--- src/rtl/aes8_rx_pkg.sv ---
package aes8_rx_pkg;

    localparam int SAMPLE_W   = 24;
    localparam int FLAG_W     = 4;
    localparam int FRAME_BITS = SAMPLE_W + FLAG_W;
    localparam int SUBFRAME_HALVES = 64;

    typedef enum logic [1:0] {
        CELL_BAD   = 2'd0,
        CELL_SHORT = 2'd1,
        CELL_MED   = 2'd2,
        CELL_LONG  = 2'd3
    } cell_e;

    typedef enum logic [1:0] {
        PRE_X = 2'd0,
        PRE_Y = 2'd1,
        PRE_Z = 2'd2,
        PRE_NONE = 2'd3
    } pre_e;

    typedef struct packed {
        logic [FLAG_W-1:0]   flags;
        logic [SAMPLE_W-1:0] sample;
    } capture_t;

    // Sort an interval of n clocks by comparing 2n to odd multiples of the half cell.
    function automatic cell_e classify(input int unsigned n, input int unsigned half);
        if (2 * n < half)          return CELL_BAD;
        else if (2 * n < 3 * half) return CELL_SHORT;
        else if (2 * n < 5 * half) return CELL_MED;
        else if (2 * n < 7 * half) return CELL_LONG;
        else                       return CELL_BAD;
    endfunction

    // Fourth interval that closes each preamble type.
    function automatic cell_e closing_cell(input pre_e kind);
        case (kind)
            PRE_X:   return CELL_SHORT;
            PRE_Y:   return CELL_MED;
            PRE_Z:   return CELL_LONG;
            default: return CELL_BAD;
        endcase
    endfunction

endpackage

--- src/rtl/aes8_cell_timer.sv ---
module aes8_cell_timer
    import aes8_rx_pkg::*;
#(
    parameter int HALF_CLKS = 8
) (
    input  logic  clk,
    input  logic  rst,
    input  logic  line_in,
    output logic  cell_stb,
    output cell_e cell_kind
);
    localparam int CNT_MAX = 4 * HALF_CLKS;
    localparam int CNT_W   = $clog2(CNT_MAX + 1);

    logic [2:0]       sync_q;
    logic [CNT_W-1:0] cnt_q;
    logic             edge_seen;

    assign edge_seen = sync_q[2] ^ sync_q[1];

    always_ff @(posedge clk) begin
        if (rst) begin
            sync_q <= '0;
        end else begin
            sync_q <= {sync_q[1:0], line_in};
        end
    end

    always_ff @(posedge clk) begin
        if (rst) begin
            cnt_q     <= CNT_W'(CNT_MAX);
            cell_stb  <= 1'b0;
            cell_kind <= CELL_BAD;
        end else begin
            cell_stb <= edge_seen;
            if (edge_seen) begin
                cell_kind <= classify(32'(cnt_q), HALF_CLKS);
                cnt_q     <= CNT_W'(1);
            end else if (cnt_q != CNT_W'(CNT_MAX)) begin
                cnt_q <= cnt_q + CNT_W'(1);
            end
        end
    end

endmodule

--- src/rtl/aes8_subframe_decoder.sv ---
module aes8_subframe_decoder
    import aes8_rx_pkg::*;
(
    input  logic     clk,
    input  logic     rst,
    input  logic     cell_stb,
    input  cell_e    cell_kind,
    output logic     pre_stb,
    output pre_e     pre_kind,
    output logic     cap_stb,
    output capture_t cap
);
    localparam int BC_W = $clog2(FRAME_BITS);

    typedef enum logic [2:0] {
        ST_HUNT, ST_PRE1, ST_PRE2, ST_PRE3, ST_BIT, ST_BIT_HALF
    } dec_state_e;

    dec_state_e          state_q;
    pre_e                ptype_q;
    logic [BC_W-1:0]     bitcnt_q;
    logic [FRAME_BITS-1:0] sr_q;
    logic [FRAME_BITS-1:0] sr_zero, sr_one;
    logic                last_bit;
    dec_state_e          resync_state;

    always_comb begin
        sr_zero      = {1'b0, sr_q[FRAME_BITS-1:1]};
        sr_one       = {1'b1, sr_q[FRAME_BITS-1:1]};
        last_bit     = (bitcnt_q == BC_W'(FRAME_BITS - 1));
        resync_state = (cell_kind == CELL_LONG) ? ST_PRE1 : ST_HUNT;
    end

    always_ff @(posedge clk) begin
        if (rst) begin
            state_q  <= ST_HUNT;
            ptype_q  <= PRE_NONE;
            bitcnt_q <= '0;
            sr_q     <= '0;
            pre_stb  <= 1'b0;
            pre_kind <= PRE_NONE;
            cap_stb  <= 1'b0;
            cap      <= '0;
        end else begin
            pre_stb <= 1'b0;
            cap_stb <= 1'b0;
            if (cell_stb) begin
                case (state_q)
                    ST_HUNT: begin
                        if (cell_kind == CELL_LONG) state_q <= ST_PRE1;
                    end
                    ST_PRE1: begin
                        state_q <= ST_PRE2;
                        case (cell_kind)
                            CELL_LONG:  ptype_q <= PRE_X;
                            CELL_MED:   ptype_q <= PRE_Y;
                            CELL_SHORT: ptype_q <= PRE_Z;
                            default:    state_q <= ST_HUNT;
                        endcase
                    end
                    ST_PRE2: begin
                        state_q <= (cell_kind == CELL_SHORT) ? ST_PRE3 : resync_state;
                    end
                    ST_PRE3: begin
                        if (cell_kind == closing_cell(ptype_q)) begin
                            pre_stb  <= 1'b1;
                            pre_kind <= ptype_q;
                            bitcnt_q <= '0;
                            state_q  <= ST_BIT;
                        end else begin
                            state_q <= resync_state;
                        end
                    end
                    ST_BIT: begin
                        if (cell_kind == CELL_MED) begin
                            sr_q <= sr_zero;
                            if (last_bit) begin
                                state_q <= ST_HUNT;
                                if (^sr_zero == 1'b0) begin
                                    cap_stb <= 1'b1;
                                    cap     <= capture_t'(sr_zero);
                                end
                            end else begin
                                bitcnt_q <= bitcnt_q + BC_W'(1);
                            end
                        end else if (cell_kind == CELL_SHORT) begin
                            state_q <= ST_BIT_HALF;
                        end else begin
                            state_q <= resync_state;
                        end
                    end
                    ST_BIT_HALF: begin
                        if (cell_kind == CELL_SHORT) begin
                            sr_q <= sr_one;
                            if (last_bit) begin
                                state_q <= ST_HUNT;
                                if (^sr_one == 1'b0) begin
                                    cap_stb <= 1'b1;
                                    cap     <= capture_t'(sr_one);
                                end
                            end else begin
                                bitcnt_q <= bitcnt_q + BC_W'(1);
                                state_q  <= ST_BIT;
                            end
                        end else begin
                            state_q <= resync_state;
                        end
                    end
                    default: state_q <= ST_HUNT;
                endcase
            end
        end
    end

endmodule

--- src/rtl/aes8_slot_demux.sv ---
module aes8_slot_demux
    import aes8_rx_pkg::*;
#(
    parameter int NUM_CH = 8
) (
    input  logic                       clk,
    input  logic                       rst,
    input  logic                       pre_stb,
    input  pre_e                       pre_kind,
    input  logic                       cap_stb,
    input  capture_t                   cap,
    output logic                       new_data,
    output logic                       block_sync,
    output logic [FLAG_W-1:0]          sub_flags,
    output logic [NUM_CH*SAMPLE_W-1:0] ch_samples
);
    localparam int SLOT_W = (NUM_CH > 1) ? $clog2(NUM_CH) : 1;

    logic [SLOT_W-1:0] slot_q;

    always_ff @(posedge clk) begin
        if (rst) begin
            slot_q     <= '0;
            new_data   <= 1'b0;
            block_sync <= 1'b0;
            sub_flags  <= '0;
        end else begin
            new_data   <= cap_stb;
            block_sync <= pre_stb && (pre_kind == PRE_Z);
            if (pre_stb) begin
                if (pre_kind == PRE_Z || slot_q == SLOT_W'(NUM_CH - 1)) slot_q <= '0;
                else                                                    slot_q <= slot_q + SLOT_W'(1);
            end
            if (cap_stb) sub_flags <= cap.flags;
        end
    end

    for (genvar g = 0; g < NUM_CH; g++) begin : g_ch
        logic [SAMPLE_W-1:0] word_q;
        always_ff @(posedge clk) begin
            if (rst)                                   word_q <= '0;
            else if (cap_stb && slot_q == SLOT_W'(g))  word_q <= cap.sample;
        end
        assign ch_samples[g*SAMPLE_W +: SAMPLE_W] = word_q;
    end

endmodule

--- src/rtl/aes8_link_monitor.sv ---
module aes8_link_monitor
    import aes8_rx_pkg::*;
#(
    parameter int HALF_CLKS         = 8,
    parameter int TIMEOUT_SUBFRAMES = 4
) (
    input  logic clk,
    input  logic rst,
    input  logic pre_stb,
    input  logic cap_stb,
    output logic link_active
);
    localparam int LIMIT = TIMEOUT_SUBFRAMES * SUBFRAME_HALVES * HALF_CLKS;
    localparam int TW    = $clog2(LIMIT + 1);

    logic [TW-1:0] quiet_q;

    always_ff @(posedge clk) begin
        if (rst) begin
            quiet_q     <= '0;
            link_active <= 1'b0;
        end else begin
            if (pre_stb)                       quiet_q <= '0;
            else if (quiet_q != TW'(LIMIT))    quiet_q <= quiet_q + TW'(1);

            if (cap_stb)                       link_active <= 1'b1;
            else if (quiet_q == TW'(LIMIT))    link_active <= 1'b0;
        end
    end

endmodule

--- src/rtl/aes8_stream_receiver.sv ---
module aes8_stream_receiver
    import aes8_rx_pkg::*;
#(
    parameter int HALF_CLKS         = 8,
    parameter int NUM_CH            = 8,
    parameter int TIMEOUT_SUBFRAMES = 4
) (
    input  logic                       clk,
    input  logic                       rst,
    input  logic                       line_in,
    output logic                       new_data,
    output logic                       block_sync,
    output logic                       link_active,
    output logic [FLAG_W-1:0]          sub_flags,
    output logic [NUM_CH*SAMPLE_W-1:0] ch_samples
);
    logic     cell_stb;
    cell_e    cell_kind;
    logic     pre_stb;
    pre_e     pre_kind;
    logic     cap_stb;
    capture_t cap;

    aes8_cell_timer #(.HALF_CLKS(HALF_CLKS)) u_timer (
        .clk       (clk),
        .rst       (rst),
        .line_in   (line_in),
        .cell_stb  (cell_stb),
        .cell_kind (cell_kind)
    );

    aes8_subframe_decoder u_dec (
        .clk       (clk),
        .rst       (rst),
        .cell_stb  (cell_stb),
        .cell_kind (cell_kind),
        .pre_stb   (pre_stb),
        .pre_kind  (pre_kind),
        .cap_stb   (cap_stb),
        .cap       (cap)
    );

    aes8_slot_demux #(.NUM_CH(NUM_CH)) u_demux (
        .clk        (clk),
        .rst        (rst),
        .pre_stb    (pre_stb),
        .pre_kind   (pre_kind),
        .cap_stb    (cap_stb),
        .cap        (cap),
        .new_data   (new_data),
        .block_sync (block_sync),
        .sub_flags  (sub_flags),
        .ch_samples (ch_samples)
    );

    aes8_link_monitor #(
        .HALF_CLKS         (HALF_CLKS),
        .TIMEOUT_SUBFRAMES (TIMEOUT_SUBFRAMES)
    ) u_mon (
        .clk         (clk),
        .rst         (rst),
        .pre_stb     (pre_stb),
        .cap_stb     (cap_stb),
        .link_active (link_active)
    );

endmodule

--- config.mk ---
export PLATFORM = sky130hd
export DESIGN_NAME = aes8_stream_receiver
export DESIGN_NICKNAME = d
export VERILOG_FILES = /design/src/rtl/aes8_rx_pkg.sv /design/src/rtl/aes8_cell_timer.sv /design/src/rtl/aes8_subframe_decoder.sv /design/src/rtl/aes8_slot_demux.sv /design/src/rtl/aes8_link_monitor.sv /design/src/rtl/aes8_stream_receiver.sv
export SDC_FILE = /design/constraint.sdc
export NUM_CORES = 1
export LEC_CHECK = 0
export ABC_AREA = 0
export BUFFER_PORTS_ARGS = -buffer_cell sky130_fd_sc_hd__buf_2
export CAP_MARGIN = 40
export CORE_MARGIN = 1.5
export CORE_UTILIZATION = 58
export CTS_BUF_LIST = sky130_fd_sc_hd__clkbuf_16
export CTS_CLUSTER_DIAMETER = 40
export CTS_CLUSTER_SIZE = 40
export DETAILED_ROUTE_END_ITERATION = 7
export HOLD_SLACK_MARGIN = 0.06
export MAX_ROUTING_LAYER = met4
export PLACE_DENSITY = 0.82
export SYNTH_ARGS = -nofsm -noshare
export SYNTH_HDL_FRONTEND = slang
export SYNTH_SLANG_ARGS = --single-unit
--- constraint.sdc ---
create_clock -name clk -period 4.6 [get_ports clk]
set_input_delay 0.46 -clock clk [delete_from_list [all_inputs] [get_ports clk]]
set_output_delay 0.46 -clock clk [all_outputs]
set_load 0.03 [all_outputs]
# Word-level counts from Yosys, hierarchy flattened
# Index checks and enable logic that the tools add are counted.
# totals
register_bits,296
output_inout_bits,199
# classes
addsub,4
magnitude_cmp,4
eq_ne,32
mux,48
bitwise_logic,3
n_reduce_logical,31
# ops
op,n
28-bit 2-to-1 mux,8
28-bit one-hot mux with 2 select lines,2
28-bit XOR reduction,2
3-bit 2-to-1 mux,9
5-bit 2-to-1 mux,4
"3-bit equality test, second input constant",6
3-bit one-hot mux with 6 select lines,1
2-bit 2-to-1 mux,8
5-bit one-hot mux with 3 select lines,1
"7-bit by 6-bit less-than comparator with 1-bit output, second input constant",2
"12-bit by 1-bit adder with 12-bit output, second input constant",1
"12-bit equality test, second input constant",1
"3-bit by 2-bit equality test with 1-bit output, second input constant",4
6-bit 2-to-1 mux,2
"12-bit inequality test, second input constant",1
"2-bit by 1-bit inequality test with 1-bit output, second input constant",6
2-bit one-hot mux with 3 select lines,2
1-bit 2-to-1 mux,10
1-bit logical AND,9
3-bit AND reduction,3
"2-bit equality test, second input constant",4
8-bit AND reduction,1
"7-bit by 4-bit less-than comparator with 1-bit output, second input constant",1
"7-bit by 5-bit less-than comparator with 1-bit output, second input constant",1
22 further kinds,33

# Longest topological paths before layout
# logic_depth
depth_word,8
mapped_depth,9
depth_no_buf,7

# Cells and area by module
# From an unflattened synthesis, not the netlist that was laid out.
# unflattened
hier_cells,1246
hier_area_um2,12603.3
# by_module_without_submodules
mod,n_inst,cells_each,area_each_um2
aes8_slot_demux,1,754,8201.6
aes8_subframe_decoder,1,355,3138.0
aes8_link_monitor,1,78,695.7
aes8_cell_timer,1,59,568.0

# Least setup slack after synthesis
# No wires, ideal clock.
# synth_timing
kind,register to register
start,register u_dec.sr_q[9]
end,register u_dec.cap[10] (netlist name)
setup_time_ns,0.072
arrival_ns,1.972
setup_slack_ns,2.556
stages_incl_launch_ff,9
n_path_buf,2
synth_period_minus_slack_ns,2.044
path_cell_list,dfxtp_1 xnor2_1 xnor2_1 xnor3_1 xnor3_2 mux2i_1 buf_6 buf_12 mux2i_1
# synth_between
elab_chain_cells,3
elab_cells_between_ends,5
cone_classes,eq/ne: 2; reduce/logical: 3
# synth_lines
item,line_no,source
"start, declared",aes8_subframe_decoder.sv:22,logic [FRAME_BITS-1:0] sr_q;
"start signal, assigned",aes8_subframe_decoder.sv:76,sr_q <= sr_zero;
"start signal, assigned",aes8_subframe_decoder.sv:94,sr_q <= sr_one;
28-bit XOR reduction (on tied branches),"aes8_subframe_decoder.sv:97, aes8_subframe_decoder.sv:79",
2-bit inequality test (no line),-,
8-bit AND reduction (no line) (*),-,
# Every way passes the cells marked *; elsewhere a longest branch is shown, timed or not.
# A chain may end at the register's enable or synchronous reset.

# Final worst setup path
# layout_timing
start,register u_dec.sr_q[15]
end,register u_dec.cap[21] (netlist name)
# layout_between
elab_chain_cells,3
elab_cells_between_ends,5
cone_classes,eq/ne: 2; reduce/logical: 3
# layout_lines
item,line_no
28-bit XOR reduction (on tied branches),"aes8_subframe_decoder.sv:97, aes8_subframe_decoder.sv:79"
2-bit inequality test (no line),-
8-bit AND reduction (no line) (*),-
# Marked as above.

==> impl_metrics.toml <==
[synth]
post-synth-top-count-cell = "nand2_1"
yosysTopAreaCell = "dfxtp_1"
synth_area_um2 = 11300
synth_edf_count = 0
synth_nets = 1403
ys_top_cells_by_count = "454 x nand2_1, 295 x dfxtp_1, 234 x a21oi_1, 107 x clkbuf_1, 57 x nand2b_1"
synth_seq_cells = 295
synth_cells = 1389
postSynth.asyncResetShare = 0
avgSynthCellArea_um2 = 8.14
ys_seq_area_frac = 0.522
synth_area_leaders = "dfxtp_1 52%, nand2_1 15%, a21oi_1 10%"
synthFlopType = "dfxtp_1"
yosys_warnings = 0
netlist-cell-type-count = 46
yosys.area.top_type_share = 0.522

[floorplan]
die_w_um = 143
fp.coreArea_um2 = 18900
die_h_um = 143
row_count = 50
start_util = 0.599
fp.dieArea_um2 = 20300
num_io_pins = 202

[clock_tree]
clk_latency_ps = 550
htreeDepth = 1
clock_path_buffers = 3
cts.reportedPaths.clkPinSlew_ps = 70
cts_buffers = 31
post_cts_buffers = 0
cts-root-buf = "clkbuf_16"
cts_tree = "built"
ctsHoldBuffers = 0
cts-resized-gates = 0
clock_sinks = 295

[grt]
antenna_found_initial = 0
grt_pass1_wl_mm = 45.2
grt_pass1_vias = 8708
grt_max_degree = 132
grt_overflow = 0
track_usage = 0.284

[cells_and_area]
final_nets = 1540
fin_util = 0.714
area_delta_synth_final_pct = 19.3
final_cells = 1810
stdcell_area_um2 = 13500
drive_above_1_share = 0.182
antenna_cells = 0

[power_and_ir_drop]
power.switching_uw = 1200
clkPwrFrac = 0.481
p_leak_uw = 0.00534
power_per_cell_area_nw_per_um2 = 386
p_int_uw = 4010
sw_frac_of_total = 0.230
vdd_drop_max_uv = 412
power_frac_seq = 0.496
combPwrFrac = 0.023

[route]
wl_per_cell_um = 16.1
postRouteAntennaNets = 0
vias_per_cell = 5.42
wl_mm = 29.2
first_pass_iters = 6
drc = 0
drt_iter0_drc = 811
vias = 9812

[timing]
setup_viol = 0
fin_setup_tns_ps = 0
fin_skew_ps = 16.0
maxSlewViolCount = 0
fin_crit_ps = 2530
layout_worst_path_cycle_share = 0.550
tightest_slew_ps = 904
slew-limit-headroom = 0.397
fmax_mhz = 395
hold_viol = 0
rsz0062_at_grt = "false"

[worst_setup_path]
cp-start-kind = "flip-flop"
path_max_fanout = 27
endpoint_kind = "flip-flop"
r2r_cells = 7
crit_required_ps = 5070
critical_path_arrival_ps = 3000
crit_type = "flip-flop to flip-flop"

[placed_design]
placed_cells = 1753
place.port_buffers = 201
hpwl_mm = 19.2
dpl_cell_area_um2 = 12400
gp_congestion = 0.810

[hold_path]
hold_depth = 2
hold_path_class = "input port to flip-flop"

[job]
drv_cap = 0

[run_status]
run_status = "finished clean"
[power groups by stage]
stage          sequential (µW)  combinational (µW)  clock (µW)
2_1_floorplan             2630                98.5           0
3_3_place_gp              2640                 112           0
3_5_place_dp              2640                 117           0
4_1_cts                   2580                 120        2530
5_1_grt                   2580                 133        2640
6_report                  2580                 119        2500
[layout by cell type (no fill, tap or decap), types with 5 or more instances in the layout]
cell type / instances
nand2_1: 454
dfxtp_1: 295
a21oi_1: 234
buf_2: 200
nand2b_1: 57
nor2_1: 35
mux2i_1: 34
clkbuf_16: 31
xnor2_1: 30
nor3_1: 15
inv_1: 14
nand3_1: 12
xor2_1: 11
ha_1: 11
buf_8: 11
nor2b_1: 10
o21ai_0: 8
clkinvlp_4: 6
or3_1: 5
and2_1: 5
inv_6: 5
[registers in the layout, summed over array words and instances (netlist names), 3 cells and up]
name                 flops
u_demux.g_ch.word_q    192
u_dec.cap               28
u_dec.sr_q              27
u_mon.quiet_q           12
u_timer.cnt_q            6
u_dec.bitcnt_q           5
u_demux.sub_flags        4
u_dec.state_q            3
u_demux.slot_q           3
u_timer.sync_q           3
[through the flow]
stage               setup slack (ps)  total power, µW  hold slack, ps
floorplan                       2560             2730             398
global placement                2280             2750             417
detailed placement              2130             2750             416
CTS                             2020             5230             122
global route                    1960             5350             124
finish                          2070             5200             131
[per-layer routing]
metal	track usage	vias to the layer above	share of wire
met1	0.362	4590	0.41
met4	0.103	0	0.030
li1	-	4769	-
met3	0.0443	58	0.080
met2	0.460	395	0.48
met5	-	-	0
[layout make-up]
cell class	count	area [µm²]
Clock buffer	31	776
Multi-Input combinational cell	965	4890
Clock inverter	26	282
Fill cell	1465	5400
Inverter	14	52.6
Timing Repair Buffer	219	1260
Tap cell	260	325
Sequential cell	295	5910
[cell families after synthesis]
| group | synth area share |
|---|---|
| and+or+nand+nor | 0.231 |
| DFF | 0.522 |
| AOI/OAI and AO/OA | 0.119 |
| buffers and inverters | 0.0467 |
| xor gates and xnor gates | 0.0373 |
| muxes | 0.0320 |
| adders and majority gates | 0.0122 |
[final timing paths]
| path | startpoint | end | slack (ps) |
|---|---|---|---|
| worst max-delay path | u_dec.sr_q[15] | u_dec.cap[21] | 2070 |
| worst min-delay path | line_in | u_timer.sync_q[0] | 130 |
| worst max register to register | u_dec.sr_q[15] | u_dec.cap[21] | 2070 |
| worst min register to register | u_dec.pre_kind[0] | u_demux.block_sync | 430 |
[critical path: stages, from the launching register on]
cell	delay [ps]
dfxtp_1	350
xnor2_1	290
xnor2_1	210
xnor3_1	380
xnor3_2	300
mux2i_4	230
buf_4	430
mux2i_1	270
No activity file was read; power rests on OpenSTA's default activity.
